## src/rtl/lsb_pkg.sv

```systemverilog
package lsb_pkg;
  localparam int REG_DW = 32;
  localparam int REG_AW = 2;

  localparam logic [REG_AW-1:0] RA_CAP  = 2'd0;
  localparam logic [REG_AW-1:0] RA_CTRL = 2'd1;
  localparam logic [REG_AW-1:0] RA_STAT = 2'd2;
  localparam logic [REG_AW-1:0] RA_OVRD = 2'd3;

  localparam int DSC_BIT = 17;

  typedef enum logic [4:0] {
    S_IDLE, S_CAP_RD, S_CAP_WR, S_LINK1,
    S_UP2_RD, S_UP2_WR, S_DSC_RD, S_DSC_WR,
    S_POLL_RD, S_POLL_GAP, S_LINK2, S_STAT_RD,
    S_ERR_RD, S_ERR_SET, S_ERR_HOLD, S_ERR_RD2, S_ERR_CLR
  } lsb_state_e;

  function automatic logic [REG_DW-1:0] with_max_speed(input logic [REG_DW-1:0] v,
                                                        input logic [3:0] gen);
    return {v[REG_DW-1:4], gen};
  endfunction

  function automatic logic [3:0] speed_field(input logic [REG_DW-1:0] s);
    return s[19:16];
  endfunction

  function automatic logic [REG_DW-1:0] rx_override(input logic [REG_DW-1:0] v,
                                                     input logic on);
    logic [REG_DW-1:0] m;
    m = (REG_DW'(1) << 5) | (REG_DW'(1) << 3);
    return on ? (v | m) : (v & ~m);
  endfunction

  function automatic int max3(input int a, input int b, input int c);
    int m;
    m = (a > b) ? a : b;
    return (m > c) ? m : c;
  endfunction
endpackage

```

## src/rtl/lsb_countdown.sv

```systemverilog
module lsb_countdown #(
  parameter int W = 8
) (
  input  logic         clk,
  input  logic         rst_n,
  input  logic         load,
  input  logic [W-1:0] load_val,
  input  logic         dec,
  output logic         zero_o
);
  logic [W-1:0] cnt_q;

  always_ff @(posedge clk) begin
    if (!rst_n)                cnt_q <= '0;
    else if (load)             cnt_q <= load_val;
    else if (dec && cnt_q != 0) cnt_q <= cnt_q - 1'b1;
  end

  assign zero_o = (cnt_q == '0);
endmodule

```

## src/rtl/link_speed_seq.sv

```systemverilog
module link_speed_seq
  import lsb_pkg::*;
#(
  parameter int LINK_TMO     = 1000,
  parameter int POLL_GAP     = 16,
  parameter int POLL_RETRIES = 200,
  parameter int HOLD_CYC     = 256
) (
  input  logic              clk,
  input  logic              rst_n,
  input  logic              start_i,
  input  logic              cfg_gen2_i,
  input  logic              cfg_skip_clr_i,
  input  logic              link_up_i,
  output logic              ltssm_en_o,
  output logic              rf_rd_en_o,
  output logic              rf_wr_en_o,
  output logic [REG_AW-1:0] rf_addr_o,
  output logic [REG_DW-1:0] rf_wdata_o,
  input  logic [REG_DW-1:0] rf_rdata_i,
  output logic              done_o,
  output logic              err_o,
  output logic [3:0]        speed_o
);
  localparam int WT_MAX = max3(LINK_TMO, POLL_GAP, HOLD_CYC);
  localparam int TW     = $clog2(WT_MAX + 1);
  localparam int RW     = $clog2(POLL_RETRIES + 1);

  lsb_state_e        st_q, st_nxt;
  logic [REG_DW-1:0] shadow_q;
  logic              gen2_q, skip_q, ltssm_q, done_q, err_q;
  logic [3:0]        speed_q;

  logic              wt_load, wt_zero, rc_load, rc_dec, rc_zero;
  logic [TW-1:0]     wt_val;

  // named events for the checks below
  wire ev_start   = (st_q == S_IDLE) && start_i;
  wire ev_cap_wr  = rf_wr_en_o && (rf_addr_o == RA_CAP);
  wire ev_ctrl_wr = rf_wr_en_o && (rf_addr_o == RA_CTRL);
  wire ev_ovrd_wr = rf_wr_en_o && (rf_addr_o == RA_OVRD);
  wire dsc_busy   = rf_rdata_i[DSC_BIT];

  always_comb begin
    st_nxt     = st_q;
    rf_rd_en_o = 1'b0;
    rf_wr_en_o = 1'b0;
    rf_addr_o  = RA_CAP;
    rf_wdata_o = shadow_q;
    unique case (st_q)
      S_IDLE:     if (start_i) st_nxt = S_CAP_RD;
      S_CAP_RD:   begin rf_rd_en_o = 1'b1; st_nxt = S_CAP_WR; end
      S_CAP_WR:   begin
        rf_wr_en_o = 1'b1; rf_wdata_o = with_max_speed(shadow_q, 4'd1); st_nxt = S_LINK1;
      end
      S_LINK1:    if (link_up_i) st_nxt = gen2_q ? S_UP2_RD : S_STAT_RD;
                  else if (wt_zero) st_nxt = S_ERR_RD;
      S_UP2_RD:   begin rf_rd_en_o = 1'b1; st_nxt = S_UP2_WR; end
      S_UP2_WR:   begin
        rf_wr_en_o = 1'b1; rf_wdata_o = with_max_speed(shadow_q, 4'd2); st_nxt = S_DSC_RD;
      end
      S_DSC_RD:   begin rf_rd_en_o = 1'b1; rf_addr_o = RA_CTRL; st_nxt = S_DSC_WR; end
      S_DSC_WR:   begin
        rf_wr_en_o = 1'b1; rf_addr_o = RA_CTRL;
        rf_wdata_o = shadow_q | (REG_DW'(1) << DSC_BIT);
        st_nxt = skip_q ? S_LINK2 : S_POLL_RD;
      end
      S_POLL_RD:  begin
        rf_rd_en_o = 1'b1; rf_addr_o = RA_CTRL;
        if (!dsc_busy)    st_nxt = S_LINK2;
        else if (rc_zero) st_nxt = S_ERR_RD;
        else              st_nxt = S_POLL_GAP;
      end
      S_POLL_GAP: if (wt_zero) st_nxt = S_POLL_RD;
      S_LINK2:    if (link_up_i) st_nxt = S_STAT_RD;
                  else if (wt_zero) st_nxt = S_ERR_RD;
      S_STAT_RD:  begin rf_rd_en_o = 1'b1; rf_addr_o = RA_STAT; st_nxt = S_IDLE; end
      S_ERR_RD:   begin rf_rd_en_o = 1'b1; rf_addr_o = RA_OVRD; st_nxt = S_ERR_SET; end
      S_ERR_SET:  begin
        rf_wr_en_o = 1'b1; rf_addr_o = RA_OVRD; rf_wdata_o = rx_override(shadow_q, 1'b1);
        st_nxt = S_ERR_HOLD;
      end
      S_ERR_HOLD: if (wt_zero) st_nxt = S_ERR_RD2;
      S_ERR_RD2:  begin rf_rd_en_o = 1'b1; rf_addr_o = RA_OVRD; st_nxt = S_ERR_CLR; end
      S_ERR_CLR:  begin
        rf_wr_en_o = 1'b1; rf_addr_o = RA_OVRD; rf_wdata_o = rx_override(shadow_q, 1'b0);
        st_nxt = S_IDLE;
      end
      default:    st_nxt = S_IDLE;
    endcase
  end

  // wait timer: reloaded on every state change, value picked by the next state
  always_comb begin
    wt_load = (st_nxt != st_q);
    if (st_nxt == S_LINK1 || st_nxt == S_LINK2) wt_val = TW'(LINK_TMO);
    else if (st_nxt == S_POLL_GAP)              wt_val = TW'(POLL_GAP);
    else                                        wt_val = TW'(HOLD_CYC);
  end

  lsb_countdown #(.W(TW)) u_wait (
    .clk(clk), .rst_n(rst_n), .load(wt_load), .load_val(wt_val),
    .dec(1'b1), .zero_o(wt_zero)
  );

  // retry counter: armed by the speed-change write, spent by each busy poll
  assign rc_load = (st_q == S_DSC_WR);
  assign rc_dec  = (st_q == S_POLL_RD) && dsc_busy;

  lsb_countdown #(.W(RW)) u_retry (
    .clk(clk), .rst_n(rst_n), .load(rc_load), .load_val(RW'(POLL_RETRIES - 1)),
    .dec(rc_dec), .zero_o(rc_zero)
  );

  always_ff @(posedge clk) begin
    if (!rst_n) begin
      st_q     <= S_IDLE;
      shadow_q <= '0;
      gen2_q   <= 1'b0;
      skip_q   <= 1'b0;
      ltssm_q  <= 1'b0;
      done_q   <= 1'b0;
      err_q    <= 1'b0;
      speed_q  <= '0;
    end else begin
      st_q   <= st_nxt;
      done_q <= (st_q == S_STAT_RD);
      err_q  <= (st_q == S_ERR_CLR);
      if (rf_rd_en_o) shadow_q <= rf_rdata_i;
      if (ev_start) begin
        gen2_q  <= cfg_gen2_i;
        skip_q  <= cfg_skip_clr_i;
        ltssm_q <= 1'b0;
        speed_q <= '0;
      end
      if (st_q == S_CAP_WR)  ltssm_q <= 1'b1;
      if (st_q == S_STAT_RD) speed_q <= speed_field(rf_rdata_i);
    end
  end

  assign ltssm_en_o = ltssm_q;
  assign done_o     = done_q;
  assign err_o      = err_q;
  assign speed_o    = speed_q;

  // training is only enabled right after the speed field was forced to 1
  p_gen1_first_r1: assert property (@(posedge clk) disable iff (!rst_n)
    $rose(ltssm_en_o) |-> $past(ev_cap_wr && rf_wdata_o[3:0] == 4'd1));

  // speed-change register is touched only on a second-generation run
  p_dsc_gen2_only_r3: assert property (@(posedge clk) disable iff (!rst_n)
    ev_ctrl_wr |-> gen2_q);

  // the error pulse follows the write that drops both override bits
  p_ovrd_released_r8: assert property (@(posedge clk) disable iff (!rst_n)
    err_o |-> $past(ev_ovrd_wr && !rf_wdata_o[5] && !rf_wdata_o[3]));

  p_excl_pulses_r9: assert property (@(posedge clk) disable iff (!rst_n)
    !(done_o && err_o));

  p_done_single_r9: assert property (@(posedge clk) disable iff (!rst_n)
    done_o |=> !done_o);

  p_err_single_r9: assert property (@(posedge clk) disable iff (!rst_n)
    err_o |=> !err_o);

  p_speed_held_r10: assert property (@(posedge clk) disable iff (!rst_n)
    !$stable(speed_o) |-> (done_o || $past(ev_start)));
endmodule

```

## config.mk

```make
export PLATFORM = sky130hd
export DESIGN_NAME = link_speed_seq
export DESIGN_NICKNAME = d
export VERILOG_FILES = /design/src/rtl/lsb_pkg.sv /design/src/rtl/lsb_countdown.sv /design/src/rtl/link_speed_seq.sv
export SDC_FILE = /design/constraint.sdc
export NUM_CORES = 1
export LEC_CHECK = 0
export BUFFER_PORTS_ARGS = -buffer_cell sky130_fd_sc_hd__buf_2
export CORE_UTILIZATION = 40
export CTS_BUF_LIST = sky130_fd_sc_hd__clkbuf_4
export CTS_CLUSTER_SIZE = 28
export DETAILED_ROUTE_END_ITERATION = 8
export GPL_TIMING_DRIVEN = 0
export SLEW_MARGIN = 15
export SYNTH_ARGS = -nofsm -noshare
export SYNTH_HDL_FRONTEND = slang
export SYNTH_SLANG_ARGS = --single-unit
```

## constraint.sdc

```tcl
create_clock -name clk -period 2.7 [get_ports clk]
set_clock_uncertainty 0.1 [all_clocks]
set_input_delay 0 -clock clk [delete_from_list [all_inputs] [get_ports clk]]
set_output_delay 0 -clock clk [all_outputs]
set_load 0.01 [all_outputs]
```

Yosys cells after proc, flatten, opt, wreduce, memory -nomap -nowiden
Index checks and enable logic that the tools add are counted.
W data, S select, Z words.
{"block": "word_totals", "ff_bits": 64, "word_cells": 77, "in_bits": 38, "output_inout_bits": 43}
{"block": "classes", "n_bitwise": 1, "n_eq_ne": 20, "addsub": 2, "n_mux": 25, "reduce_logical": 18}
{"op": "$pmux W18 S5", "n": 1}
{"op": "$pmux W5 S15", "n": 1}
{"op": "$eq A5 B4 Y1 const B", "n": 10}
{"op": "$mux W10", "n": 3}
{"op": "$mux W5", "n": 6}
{"op": "$eq A5 B3 Y1 const B", "n": 4}
{"op": "$mux W8", "n": 2}
{"op": "$eq A5 B2 Y1 const B", "n": 3}
{"op": "$mux W4", "n": 3}
{"op": "$logic_not A10 Y1", "n": 1}
{"op": "$reduce_bool A10 Y1", "n": 1}
{"op": "$sub A10 B1 Y10 const B", "n": 1}
{"op": "$mux W9", "n": 1}
{"op": "$logic_not A8 Y1", "n": 1}
{"op": "$reduce_bool A2 Y1", "n": 4}
{"op": "$reduce_bool A8 Y1", "n": 1}
{"op": "$sub A8 B1 Y8 const B", "n": 1}
{"op": "$reduce_or A7 Y1", "n": 1}
{"op": "$mux W3", "n": 2}
{"op": "$pmux W2 S3", "n": 1}
{"op": "$eq A5 B1 Y1 const B", "n": 1}
{"op": "$eq A5 B5 Y1 const B", "n": 1}
{"op": "$logic_not A5 Y1", "n": 1}
{"op": "$ne A5 B5 Y1", "n": 1}
{"op": "other kinds (9)", "n": 14}

Logic depth before layout (Yosys ltp)
Gate-level depths: netlist of the first run.
{"block": "logic_depth", "depth_word": 8, "depth_mapped": 10, "depth_no_buf": 9}

Cells and area by module
A second synthesis of the first run with hierarchy kept.
{"block": "unflattened", "hier_cells": 421, "hier_area_um2": 3762.4}
{"mod": "link_speed_seq", "area_each_um2": 2618.8, "n_inst": 1, "cells_each": 285, "seq_area_each_um2": 920.9}
{"mod": "lsb_countdown at u_wait", "area_each_um2": 635.6, "n_inst": 1, "cells_each": 78, "seq_area_each_um2": 200.2}
{"mod": "lsb_countdown at u_retry", "area_each_um2": 508.0, "n_inst": 1, "cells_each": 58, "seq_area_each_um2": 160.2}

Worst setup path before layout of the first run
No wires, ideal clock.
{"block": "synth_path", "path_kind": "register to register", "from": "register u_wait.cnt_q[0]", "to": "register u_wait.cnt_q[4]", "setup_slack_ps": 78, "t_arrival_ps": 2436, "path_stages_with_launch": 11, "n_path_buf": 1, "period_less_slack_ps": 2622, "required_ps": 2514, "setup_ps": 86, "cell_sequence": "dfxtp_1 -> inv_1 -> ha_1 -> or4b_1 -> or3_1 -> buf_2 -> or3_4 -> nand3_2 -> nor2_2 -> o21a_4 -> a221oi_2"}
{"block": "synth_between", "elab_chain_len": 8, "word_cells_on_any_way": 19, "cone_classes": "add/sub (1); eq/ne (4); mux (10); reduce/logical (4)"}
{"item": "start: declaration", "line": "lsb_countdown.sv:11", "text": "logic [W-1:0] cnt_q;"}
{"item": "start signal: assignment", "line": "lsb_countdown.sv:15", "text": "else if (load) cnt_q <= load_val;"}
{"item": "start signal: assignment", "line": "lsb_countdown.sv:16", "text": "else if (dec && cnt_q != 0) cnt_q <= cnt_q - 1'b1;"}
{"item": "$logic_not A10 Y1", "line": "lsb_countdown.sv:19", "text": "assign zero_o = (cnt_q == '0);"}
{"item": "$mux W5", "line": "link_speed_seq.sv:57, link_speed_seq.sv:76"}
{"item": "$mux W5 (on tied branches)", "line": "link_speed_seq.sv:75, link_speed_seq.sv:56"}
{"item": "$pmux W5 S15", "line": "link_speed_seq.sv:50", "text": "unique case (st_q)"}
{"item": "$eq A5 B4 Y1 (tied with other cells)", "line": "link_speed_seq.sv:97", "text": "else if (st_nxt == S_POLL_GAP) wt_val = TW'(POLL_GAP);"}
{"item": "$mux W9 / $logic_or A1 B1 Y1 (equally long branches)", "line": "link_speed_seq.sv:97, link_speed_seq.sv:96"}
{"item": "$mux W10", "line": "link_speed_seq.sv:96", "text": "if (st_nxt == S_LINK1 || st_nxt == S_LINK2) wt_val = TW'(LINK_TMO);"}
{"item": "$mux W10", "line": "lsb_countdown.sv:15"}
Parallel ways exist; a longest one is shown, timed or not. The select of a mux whose other input is x is not followed.
A chain may end at the register's enable or synchronous reset.

Worst setup path after layout of the first run
{"block": "layout_path", "from": "register u_wait.cnt_q[1]", "to": "register u_wait.cnt_q[3]"}
{"block": "layout_between", "elab_chain_len": 8, "word_cells_on_any_way": 17, "cone_classes": "add/sub (1); eq/ne (3); mux (9); reduce/logical (4)"}
{"item": "$logic_not A10 Y1", "line": "lsb_countdown.sv:19"}
{"item": "$mux W5", "line": "link_speed_seq.sv:57, link_speed_seq.sv:76"}
{"item": "$mux W5 (on tied branches)", "line": "link_speed_seq.sv:75, link_speed_seq.sv:56"}
{"item": "$pmux W5 S15", "line": "link_speed_seq.sv:50"}
{"item": "$eq A5 B2 Y1 / $eq A5 B4 Y1 (equally long branches)", "line": "link_speed_seq.sv:96"}
{"item": "$logic_or A1 B1 Y1", "line": "link_speed_seq.sv:96"}
{"item": "$mux W10", "line": "link_speed_seq.sv:96"}
{"item": "$mux W10", "line": "lsb_countdown.sv:15"}
Parallel ways exist; a longest one is shown, timed or not. The select of a mux whose other input is x is not followed.

==> flow_summary.html, run 1 <==
<table>
<tr><th>Metric</th><th>Value</th></tr>
<tr><th colspan="2">Worst setup path</th></tr>
<tr><td>Maximum single-stage delay on the critical path</td><td>0.47 ns</td></tr>
<tr><td>R2R depth</td><td>9</td></tr>
<tr><td>Dominant delay contributor by cell family on the critical path</td><td>simple AND/OR/NAND/NOR gates</td></tr>
<tr><td>Element type at the critical path end</td><td>register</td></tr>
<tr><td>FF-to-FF setup slack</td><td>0.01 ns</td></tr>
<tr><td>R2r endpoint</td><td>u_wait.cnt_q[3]</td></tr>
<tr><td>Worst setup startpoint</td><td>u_wait.cnt_q[1]</td></tr>
<tr><td>Worst path most repeated cell</td><td>sky130_fd_sc_hd__or3_4</td></tr>
<tr><td>Required arrival time at the worst endpoint</td><td>2.94 ns</td></tr>
<tr><td>Cell with the largest stage delay on the worst path</td><td>sky130_fd_sc_hd__or4b_4</td></tr>
<tr><td>Element type at the critical path start</td><td>register</td></tr>
<tr><td>Stages on the worst setup path</td><td>9</td></tr>
<tr><td>CP Max Fanout</td><td>8</td></tr>
<tr><td>Series of cell instances along the critical path</td><td>inv_2 -&gt; ha_4 -&gt; or4b_4 -&gt; or3_4 -&gt; or3_4 -&gt; nand3_2 -&gt; o21a_4 -&gt; o211ai_4 -&gt; o32ai_2</td></tr>
<tr><td>Sum of buffers and inverters on the critical path</td><td>1</td></tr>
<tr><td>Arrival time of data at the critical path endpoint</td><td>2.93 ns</td></tr>
<tr><td>Reg-to-Reg Start</td><td>u_wait.cnt_q[1]</td></tr>
<tr><td>Setup CP Type</td><td>register to register</td></tr>
<tr><td>Capturing instance or port of the critical path</td><td>u_wait.cnt_q[3]</td></tr>
<tr><th colspan="2">Power and ir drop</th></tr>
<tr><td>Total design power</td><td>3.70 mW</td></tr>
<tr><td>Peak supply drop</td><td>0.323 mV</td></tr>
<tr><td>Leakage power</td><td>2.02 nW</td></tr>
<tr><td>P per Cell Area</td><td>807 mW/mm^2</td></tr>
<tr><th colspan="2">STA</th></tr>
<tr><td>Final hold slack</td><td>0.0765 ns</td></tr>
<tr><td>Fraction of the cycle the final worst path needs</td><td>99.4%</td></tr>
<tr><td>Final slew viol count</td><td>0</td></tr>
<tr><td>Worst-Margin Slew</td><td>0.807 ns</td></tr>
<tr><td>Total negative slack for setup checks</td><td>0 ns</td></tr>
<tr><td>Worst slew margin relative to its limit</td><td>45.7%</td></tr>
<tr><td>Clock period minus worst slack</td><td>2.69 ns</td></tr>
<tr><td>Final Hold Violating Endpoints</td><td>0</td></tr>
<tr><td>Final worst setup slack</td><td>0.0149 ns</td></tr>
<tr><td>Setup-failing EPs final</td><td>0</td></tr>
<tr><td>Unrepaired setup endpoints after global routing</td><td>true</td></tr>
<tr><td>Maximum clock frequency</td><td>372 MHz</td></tr>
<tr><th colspan="2">Final layout</th></tr>
<tr><td>Share of final-layout standard cells stronger than drive strength 1</td><td>31.2%</td></tr>
<tr><td>Most frequent cells in the layout</td><td>sky130_fd_sc_hd__buf_2, sky130_fd_sc_hd__nor2_1, sky130_fd_sc_hd__dfxtp_1</td></tr>
<tr><td>N_diodes</td><td>0</td></tr>
<tr><td>Area growth, synth to finish</td><td>34.0%</td></tr>
<tr><td>Layout Nets</td><td>576</td></tr>
<tr><td>Most common library cell in the layout ignoring fill and taps</td><td>sky130_fd_sc_hd__buf_2</td></tr>
<tr><th colspan="2">Yosys</th></tr>
<tr><td>Number of cells produced by synthesis</td><td>399</td></tr>
<tr><td>Biggest area consumer among synthesized cells</td><td>sky130_fd_sc_hd__dfxtp_1</td></tr>
<tr><td>Net count of the mapped netlist</td><td>441</td></tr>
<tr><td>Sequential fraction of the synthesis area</td><td>37.5%</td></tr>
<tr><td>Number of distinct library cells after synthesis</td><td>60</td></tr>
<tr><td>Number of synthesized register bits</td><td>64</td></tr>
<tr><td>Share of Yosys cell area claimed by the top area cell type</td><td>37.5%</td></tr>
<tr><td>Main flop type after synthesis</td><td>sky130_fd_sc_hd__dfxtp_1</td></tr>
<tr><td>Synthesis Warnings</td><td>0</td></tr>
<tr><td>Post-synthesis instance area</td><td>0.00342 sq mm</td></tr>
<tr><td>Leading post-synthesis cells by cell area</td><td>sky130_fd_sc_hd__dfxtp_1, sky130_fd_sc_hd__mux2i_1, sky130_fd_sc_hd__nor2_1</td></tr>
<tr><td>Mean cell area of the mapped netlist</td><td>8.56 sq um</td></tr>
<tr><td>Ys async rst share</td><td>0%</td></tr>
<tr><td>Number of enable-type register cells in the synthesized netlist</td><td>0</td></tr>
<tr><th colspan="2">Clock tree</th></tr>
<tr><td>Clock edge transition at the registers on the reported setup and hold paths</td><td>0.11 ns</td></tr>
<tr><td>Count of H-tree levels built during CTS</td><td>3</td></tr>
<tr><td>Inserted Clock Buffers</td><td>9</td></tr>
<tr><td>Clock latency on the worst-skew pair</td><td>0.41 ns</td></tr>
<tr><td>CTS tree</td><td>built</td></tr>
<tr><td>CTS Buffer Depth</td><td>2</td></tr>
<tr><td>Root buf cell</td><td>sky130_fd_sc_hd__clkbuf_4</td></tr>
<tr><td>Clock tree sinks</td><td>64</td></tr>
<tr><th colspan="2">Placement</th></tr>
<tr><td>Worst slack at placement</td><td>-0.315 ns</td></tr>
<tr><td>Final HPWL from detailed placement</td><td>6320 um</td></tr>
<tr><td>Weighted congestion at the end of routability-driven global placement</td><td>0.883</td></tr>
<tr><td>Number of buffers added on ports</td><td>80</td></tr>
<tr><th colspan="2">Route</th></tr>
<tr><td>Average detailed-routed wire length per instance</td><td>14.3 um</td></tr>
<tr><td>Remaining DRCs</td><td>0</td></tr>
<tr><td>Via count of the routed design</td><td>3360</td></tr>
<tr><td>Final Routed Wirelength</td><td>9230 um</td></tr>
<tr><td>Drt first-iter violations</td><td>270</td></tr>
<tr><td>Pre-antenna DRT Iters</td><td>5</td></tr>
<tr><td>Post-detailed-route via-to-cell ratio</td><td>5.23</td></tr>
<tr><td>Number of nets with antenna violations after routing</td><td>0</td></tr>
<tr><th colspan="2">GRT</th></tr>
<tr><td>Via count of the first global-routing pass</td><td>3280</td></tr>
<tr><td>Overflow after GRT</td><td>0</td></tr>
<tr><td>Total global-route track usage</td><td>21.9%</td></tr>
<tr><td>First-pass GRT wire length</td><td>15200 um</td></tr>
<tr><td>Maximum number of pins on one net before global-route repair</td><td>11</td></tr>
<tr><td>Antenna violations before repair</td><td>0</td></tr>
<tr><th colspan="2">Floorplanning</th></tr>
<tr><td>Initial core utilization</td><td>41.4%</td></tr>
<tr><td>Core Rows</td><td>33</td></tr>
<tr><td>Die area</td><td>0.00892 sq mm</td></tr>
<tr><td>Horizontal die dimension</td><td>94.4 um</td></tr>
<tr><td>Die height</td><td>94.4 um</td></tr>
<tr><td>Core area</td><td>0.00826 sq mm</td></tr>
<tr><td>Boundary pin count</td><td>81</td></tr>
<tr><th colspan="2">Min path</th></tr>
<tr><td>Path class of the lowest-slack min-delay path</td><td>input port to register</td></tr>
<tr><th colspan="2">Status</th></tr>
<tr><td>Outcome</td><td>finished clean</td></tr>
<tr><th colspan="2">Run</th></tr>
<tr><td>Maximum capacitance violations</td><td>0</td></tr>
</table>
[worst min-delay path by stage]
stage                               from  depth (start not counted)  slack (ns)          to
final                          link_up_i                          5        0.08     st_q[0]
after global routing           link_up_i                          5        0.07     st_q[0]
after CTS                      link_up_i                          5        0.03     st_q[0]
after detailed placement  rf_rdata_i[19]                          2        0.14  speed_o[3]
after global placement    cfg_skip_clr_i                          3        0.13      skip_q
after floorplan                    rst_n                          1        0.02     st_q[3]
[cell usage after synthesis, types with 3 or more instances]
cell	n
sky130_fd_sc_hd__nand2_1	25
sky130_fd_sc_hd__and2_1	5
sky130_fd_sc_hd__ha_1	4
sky130_fd_sc_hd__dfxtp_1	64
sky130_fd_sc_hd__nor4_1	6
sky130_fd_sc_hd__or4_1	3
sky130_fd_sc_hd__nor2b_1	7
sky130_fd_sc_hd__a31oi_1	5
sky130_fd_sc_hd__nand4_1	3
sky130_fd_sc_hd__xnor2_1	8
sky130_fd_sc_hd__buf_4	27
sky130_fd_sc_hd__nand3_1	6
sky130_fd_sc_hd__mux2i_1	35
sky130_fd_sc_hd__buf_1	6
sky130_fd_sc_hd__nor3_1	8
sky130_fd_sc_hd__inv_1	9
sky130_fd_sc_hd__clkbuf_1	10
sky130_fd_sc_hd__a21oi_1	20
sky130_fd_sc_hd__o22ai_1	6
sky130_fd_sc_hd__or3_1	3
sky130_fd_sc_hd__buf_2	4
sky130_fd_sc_hd__nor2_1	64
sky130_fd_sc_hd__nand2b_1	9
sky130_fd_sc_hd__a22o_1	4
sky130_fd_sc_hd__xor2_1	4
sky130_fd_sc_hd__o21ai_0	13
[repair_timing]
| action | in CTS | in global routing |
|---|---|---|
| endpoints found under the setup margin | 42 | 28 |
| gates resized for setup | 22 | 7 |
| hold endpoints to repair | 53 | 0 |
| setup buffers | 6 | 3 |
| hold buffers | 37 | 0 |
| pin swaps | 13 | 8 |
[sequential cells by signal, summed over array words and instances (netlist names)]
signal and flops:
speed_o 4, err_o 1, st_q 5, u_retry.cnt_q 8, u_wait.cnt_q 10, shadow_q 32
gen2_q 1, ltssm_en_o 1, skip_q 1, done_o 1
[power by group]
| part | internal (mW) | switching (mW) | leakage (nW) | total [mW] |
|---|---|---|---|---|
| logic | 0.947 | 0.991 | 1.44 | 1.94 |
| registers | 1.10 | 0.126 | 0.522 | 1.23 |
| clock network | 0.185 | 0.342 | 0.0571 | 0.528 |
[logic make-up (layout without fill, tap and decap cells)]
kind of cell,count (synthesis),in the layout,share of synthesized area (%)
and+or+nand+nor,156,156,23.0
AOI/OAI and AO/OA,71,71,15.1
DFF,64,64,37.5
buffers and inverters,56,195,9.26
muxes,36,36,10.6
xor gates and xnor gates,12,12,3.08
adders and majority gates,4,4,1.46
[per-stage QoR]
stage / instance area, sq um / cells / utilization [%]
after floorplan: 3420 / 399 / -
after global placement: 3950 / 584 / 47.8
after detailed placement: 3950 / 584 / 47.8
after CTS: 4560 / 642 / 55.2
after global routing: 4580 / 643 / 55.5
final: 4580 / 643 / 55.5
[area by class of cell]
| class | instances | area, sq um |
|---|---|---|
| plain buffers | 45 | 280 |
| clock buffers | 10 | 75.1 |
| clock inverters | 5 | 25.0 |
| fillers | 805 | 3680 |
| inverters | 9 | 33.8 |
| multi-input cells | 279 | 1910 |
| flip-flops and latches | 64 | 1280 |
| well taps | 105 | 131 |
| repair buffers | 126 | 838 |
[tightest hold or removal path, cell delays in order]
cell and delay [ns]:
sky130_fd_sc_hd__buf_2 0.15, sky130_fd_sc_hd__a21oi_1 0.13, sky130_fd_sc_hd__nor2b_1 0.08, sky130_fd_sc_hd__nor2_1 0.14, sky130_fd_sc_hd__nor2_1 0.05
[routing by layer]
layer | up-vias | track usage [%] | wire (um)
li1 | 1654 | - | -
met4 | 0 | 9.49 | 244
met5 | - | 0 | 0
met3 | 24 | 4.03 | 584
met2 | 136 | 36.7 | 4320
met1 | 1546 | 27.3 | 4080
(Power assumes the default switching activity.)
==> inputs of run 2 (changes only) <==
Settings changed: CELL_PAD_IN_SITES_DETAIL_PLACEMENT set to 1, CELL_PAD_IN_SITES_GLOBAL_PLACEMENT set to 2, CORE_UTILIZATION 40 to 29, PLACE_DENSITY_LB_ADDON set to 0.1, SETUP_SLACK_MARGIN set to 0.2.
==> run 2 against run 1 <==
Against the previous run:
- the flow now finishes with violations (setup timing)
- non-clock buffer count up 14
- setup slack worse by 0.067 ns
- routed wire length increased by 16%
- die area up 37%
- clock power rose by 44%
- combinational power increased by 11%
- register-to-register slack worse by 0.07 ns
- critical path depth up 1
- cell count increased by 8.2%
- largest cell class unchanged
- largest power group unchanged
==> flow_summary.html, run 2 (synthesis gave the netlist of run 1 again) <==
<table>
<tr><th>Metric</th><th>Value</th></tr>
<tr><th colspan="2">STA</th></tr>
<tr><td>Clock period minus worst slack</td><td>2.75 ns</td></tr>
<tr><td>Worst-Margin Slew</td><td>0.805 ns</td></tr>
<tr><td>Unrepaired setup endpoints after global routing</td><td>true</td></tr>
<tr><td>Final slew viol count</td><td>0</td></tr>
<tr><td>Fraction of the cycle the final worst path needs</td><td>102%</td></tr>
<tr><td>Final worst setup slack</td><td>-0.0519 ns</td></tr>
<tr><td>Maximum clock frequency</td><td>363 MHz</td></tr>
<tr><td>Worst slew margin relative to its limit</td><td>45.9%</td></tr>
<tr><td>Setup-failing EPs final</td><td>5</td></tr>
<tr><td>Final Hold Violating Endpoints</td><td>0</td></tr>
<tr><td>Total negative slack for setup checks</td><td>-0.167 ns</td></tr>
<tr><th colspan="2">Clock tree</th></tr>
<tr><td>Root buf cell</td><td>sky130_fd_sc_hd__clkbuf_4</td></tr>
<tr><td>Clock latency on the worst-skew pair</td><td>0.44 ns</td></tr>
<tr><td>Clock edge transition at the registers on the reported setup and hold paths</td><td>0.11 ns</td></tr>
<tr><td>CTS tree</td><td>built</td></tr>
<tr><td>Inserted Clock Buffers</td><td>9</td></tr>
<tr><td>Clock tree sinks</td><td>64</td></tr>
<tr><td>CTS Buffer Depth</td><td>2</td></tr>
<tr><td>Count of H-tree levels built during CTS</td><td>3</td></tr>
<tr><th colspan="2">Route</th></tr>
<tr><td>Average detailed-routed wire length per instance</td><td>15.4 um</td></tr>
<tr><td>Post-detailed-route via-to-cell ratio</td><td>4.80</td></tr>
<tr><td>Remaining DRCs</td><td>0</td></tr>
<tr><td>Number of nets with antenna violations after routing</td><td>0</td></tr>
<tr><td>Via count of the routed design</td><td>3339</td></tr>
<tr><td>Pre-antenna DRT Iters</td><td>4</td></tr>
<tr><td>Final Routed Wirelength</td><td>10700 um</td></tr>
<tr><td>Drt first-iter violations</td><td>149</td></tr>
<tr><th colspan="2">Final layout</th></tr>
<tr><td>Most frequent cells in the layout</td><td>sky130_fd_sc_hd__buf_2, sky130_fd_sc_hd__nor2_1, sky130_fd_sc_hd__dfxtp_1</td></tr>
<tr><td>Most common library cell in the layout ignoring fill and taps</td><td>sky130_fd_sc_hd__buf_2</td></tr>
<tr><td>Number of standard cells in the layout, taps in and fillers out</td><td>696</td></tr>
<tr><td>Top flop regs</td><td>shadow_q: 32 flops, u_wait.cnt_q: 10 flops, u_retry.cnt_q: 8 flops</td></tr>
<tr><td>Layout Nets</td><td>590</td></tr>
<tr><td>Register bank with the most flops</td><td>shadow_q</td></tr>
<tr><td>Area of all placed cells without fillers</td><td>0.00485 sq mm</td></tr>
<tr><td>N_diodes</td><td>0</td></tr>
<tr><td>Area growth, synth to finish</td><td>41.9%</td></tr>
<tr><td>Largest register FFs</td><td>32</td></tr>
<tr><td>Share of final-layout standard cells stronger than drive strength 1</td><td>34.4%</td></tr>
<tr><th colspan="2">Worst setup path</th></tr>
<tr><td>Element type at the critical path end</td><td>register</td></tr>
<tr><td>R2R depth</td><td>10</td></tr>
<tr><td>Arrival time of data at the critical path endpoint</td><td>3.01 ns</td></tr>
<tr><td>CP Max Fanout</td><td>5</td></tr>
<tr><td>Setup CP Type</td><td>register to register</td></tr>
<tr><td>Element type at the critical path start</td><td>register</td></tr>
<tr><td>Required arrival time at the worst endpoint</td><td>2.96 ns</td></tr>
<tr><th colspan="2">Floorplanning</th></tr>
<tr><td>Core area</td><td>0.0115 sq mm</td></tr>
<tr><td>Die area</td><td>0.0122 sq mm</td></tr>
<tr><td>Horizontal die dimension</td><td>111 um</td></tr>
<tr><td>Initial core utilization</td><td>29.8%</td></tr>
<tr><td>Core Rows</td><td>39</td></tr>
<tr><td>Die height</td><td>111 um</td></tr>
<tr><td>Boundary pin count</td><td>81</td></tr>
<tr><th colspan="2">Placement</th></tr>
<tr><td>Number of buffers added on ports</td><td>80</td></tr>
<tr><td>Final HPWL from detailed placement</td><td>7370 um</td></tr>
<tr><td>Number of instances in the placed design</td><td>622</td></tr>
<tr><td>Weighted congestion at the end of routability-driven global placement</td><td>0.851</td></tr>
<tr><td>Placed Area</td><td>0.00402 sq mm</td></tr>
<tr><th colspan="2">GRT</th></tr>
<tr><td>First-pass GRT wire length</td><td>17900 um</td></tr>
<tr><td>Via count of the first global-routing pass</td><td>3605</td></tr>
<tr><td>Total global-route track usage</td><td>18.5%</td></tr>
<tr><td>Maximum number of pins on one net before global-route repair</td><td>11</td></tr>
<tr><td>Antenna violations before repair</td><td>0</td></tr>
<tr><td>Overflow after GRT</td><td>0</td></tr>
<tr><th colspan="2">Status</th></tr>
<tr><td>Violations in the final reports</td><td>setup timing</td></tr>
<tr><td>Outcome</td><td>finished with violations</td></tr>
<tr><th colspan="2">Power and ir drop</th></tr>
<tr><td>Leakage power</td><td>2.14 nW</td></tr>
<tr><td>P per Cell Area</td><td>852 mW/mm^2</td></tr>
<tr><td>Peak supply drop</td><td>0.310 mV</td></tr>
<tr><td>Total design power</td><td>4.13 mW</td></tr>
<tr><th colspan="2">Min path</th></tr>
<tr><td>Instance count along the most critical hold path</td><td>4</td></tr>
<tr><td>Path class of the lowest-slack min-delay path</td><td>input port to register</td></tr>
<tr><th colspan="2">Run</th></tr>
<tr><td>Maximum capacitance violations</td><td>0</td></tr>
</table>
[run 2: cell types whose count changed in the layout (fill, tap and decap cells not counted), sizes merged]
cell,before,now
buf,123,133
bufinv,0,2
clkbuf,21,25
clkinv,4,2
clkinvlp,1,0
dlygate4sd3,37,39
[run 2: path summary, 6_finish.rpt]
kind | from | to | slack [ns]
worst max-delay path | u_wait.cnt_q[0] | u_wait.cnt_q[7] | -0.05
worst max register to register | u_wait.cnt_q[0] | u_wait.cnt_q[7] | -0.05
worst min register to register | speed_o[0] | speed_o[0] | 0.39
worst min-delay path | rf_rdata_i[28] | shadow_q[28] | 0.22
[run 2: per-layer routing]
layer | share of wire [%] | routed length (um) | up-vias | global-route usage (%)
li1 | - | - | 1679 | -
met1 | 46 | 4950 | 1586 | 22.5
met2 | 49 | 5200 | 61 | 31.6
met3 | 3.4 | 361 | 13 | 3.79
met4 | 1.9 | 202 | 0 | 7.82
met5 | 0 | 0 | - | 0
[run 2: cell type report]
type	instances	area [sq um]
sequential	64	1280
fill	1370	6620
timing repair buffer	138	933
clock inverter	4	68.8
multi-input combinational	279	1950
tap	143	179
clock buffer	12	90.1
inverter	9	33.8
buffer	47	314
[run 2: critical path, cell delays in order, from the launching register on]
cell	delay (ns)
sky130_fd_sc_hd__dfxtp_2	0.34
sky130_fd_sc_hd__inv_2	0.08
sky130_fd_sc_hd__ha_4	0.14
sky130_fd_sc_hd__or4b_4	0.47
sky130_fd_sc_hd__or3_4	0.38
sky130_fd_sc_hd__buf_6	0.13
sky130_fd_sc_hd__or3_4	0.36
sky130_fd_sc_hd__nand4_1	0.20
sky130_fd_sc_hd__nor3_2	0.06
sky130_fd_sc_hd__nand4b_4	0.24
sky130_fd_sc_hd__o22ai_1	0.18
[run 2: what timing repair did]
action                                 4_1_cts  5_1_grt
endpoints found under the hold margin       54        0
hold buffers                                39        0
pin swaps                                   12        4
resized for setup                           22       18
setup buffers                               15        4
setup endpoints to repair                   50       34
[run 2: per-stage QoR]
stage | worst slack, ns | hold slack, ns | util (%)
finish | -0.0519 | 0.215 | 42.3
global route | -0.139 | 0.200 | 42.3
detailed placement | -0.388 | 0.145 | 35.0
global placement | -0.322 | 0.135 | 35.0
floorplan | 0.144 | 0.0217 | -
CTS | -0.0167 | 0.183 | 41.5
[run 2: power breakdown]
part,switching [mW],internal (mW)
registers,0.126,1.10
logic,1.07,1.08
clock network,0.356,0.403
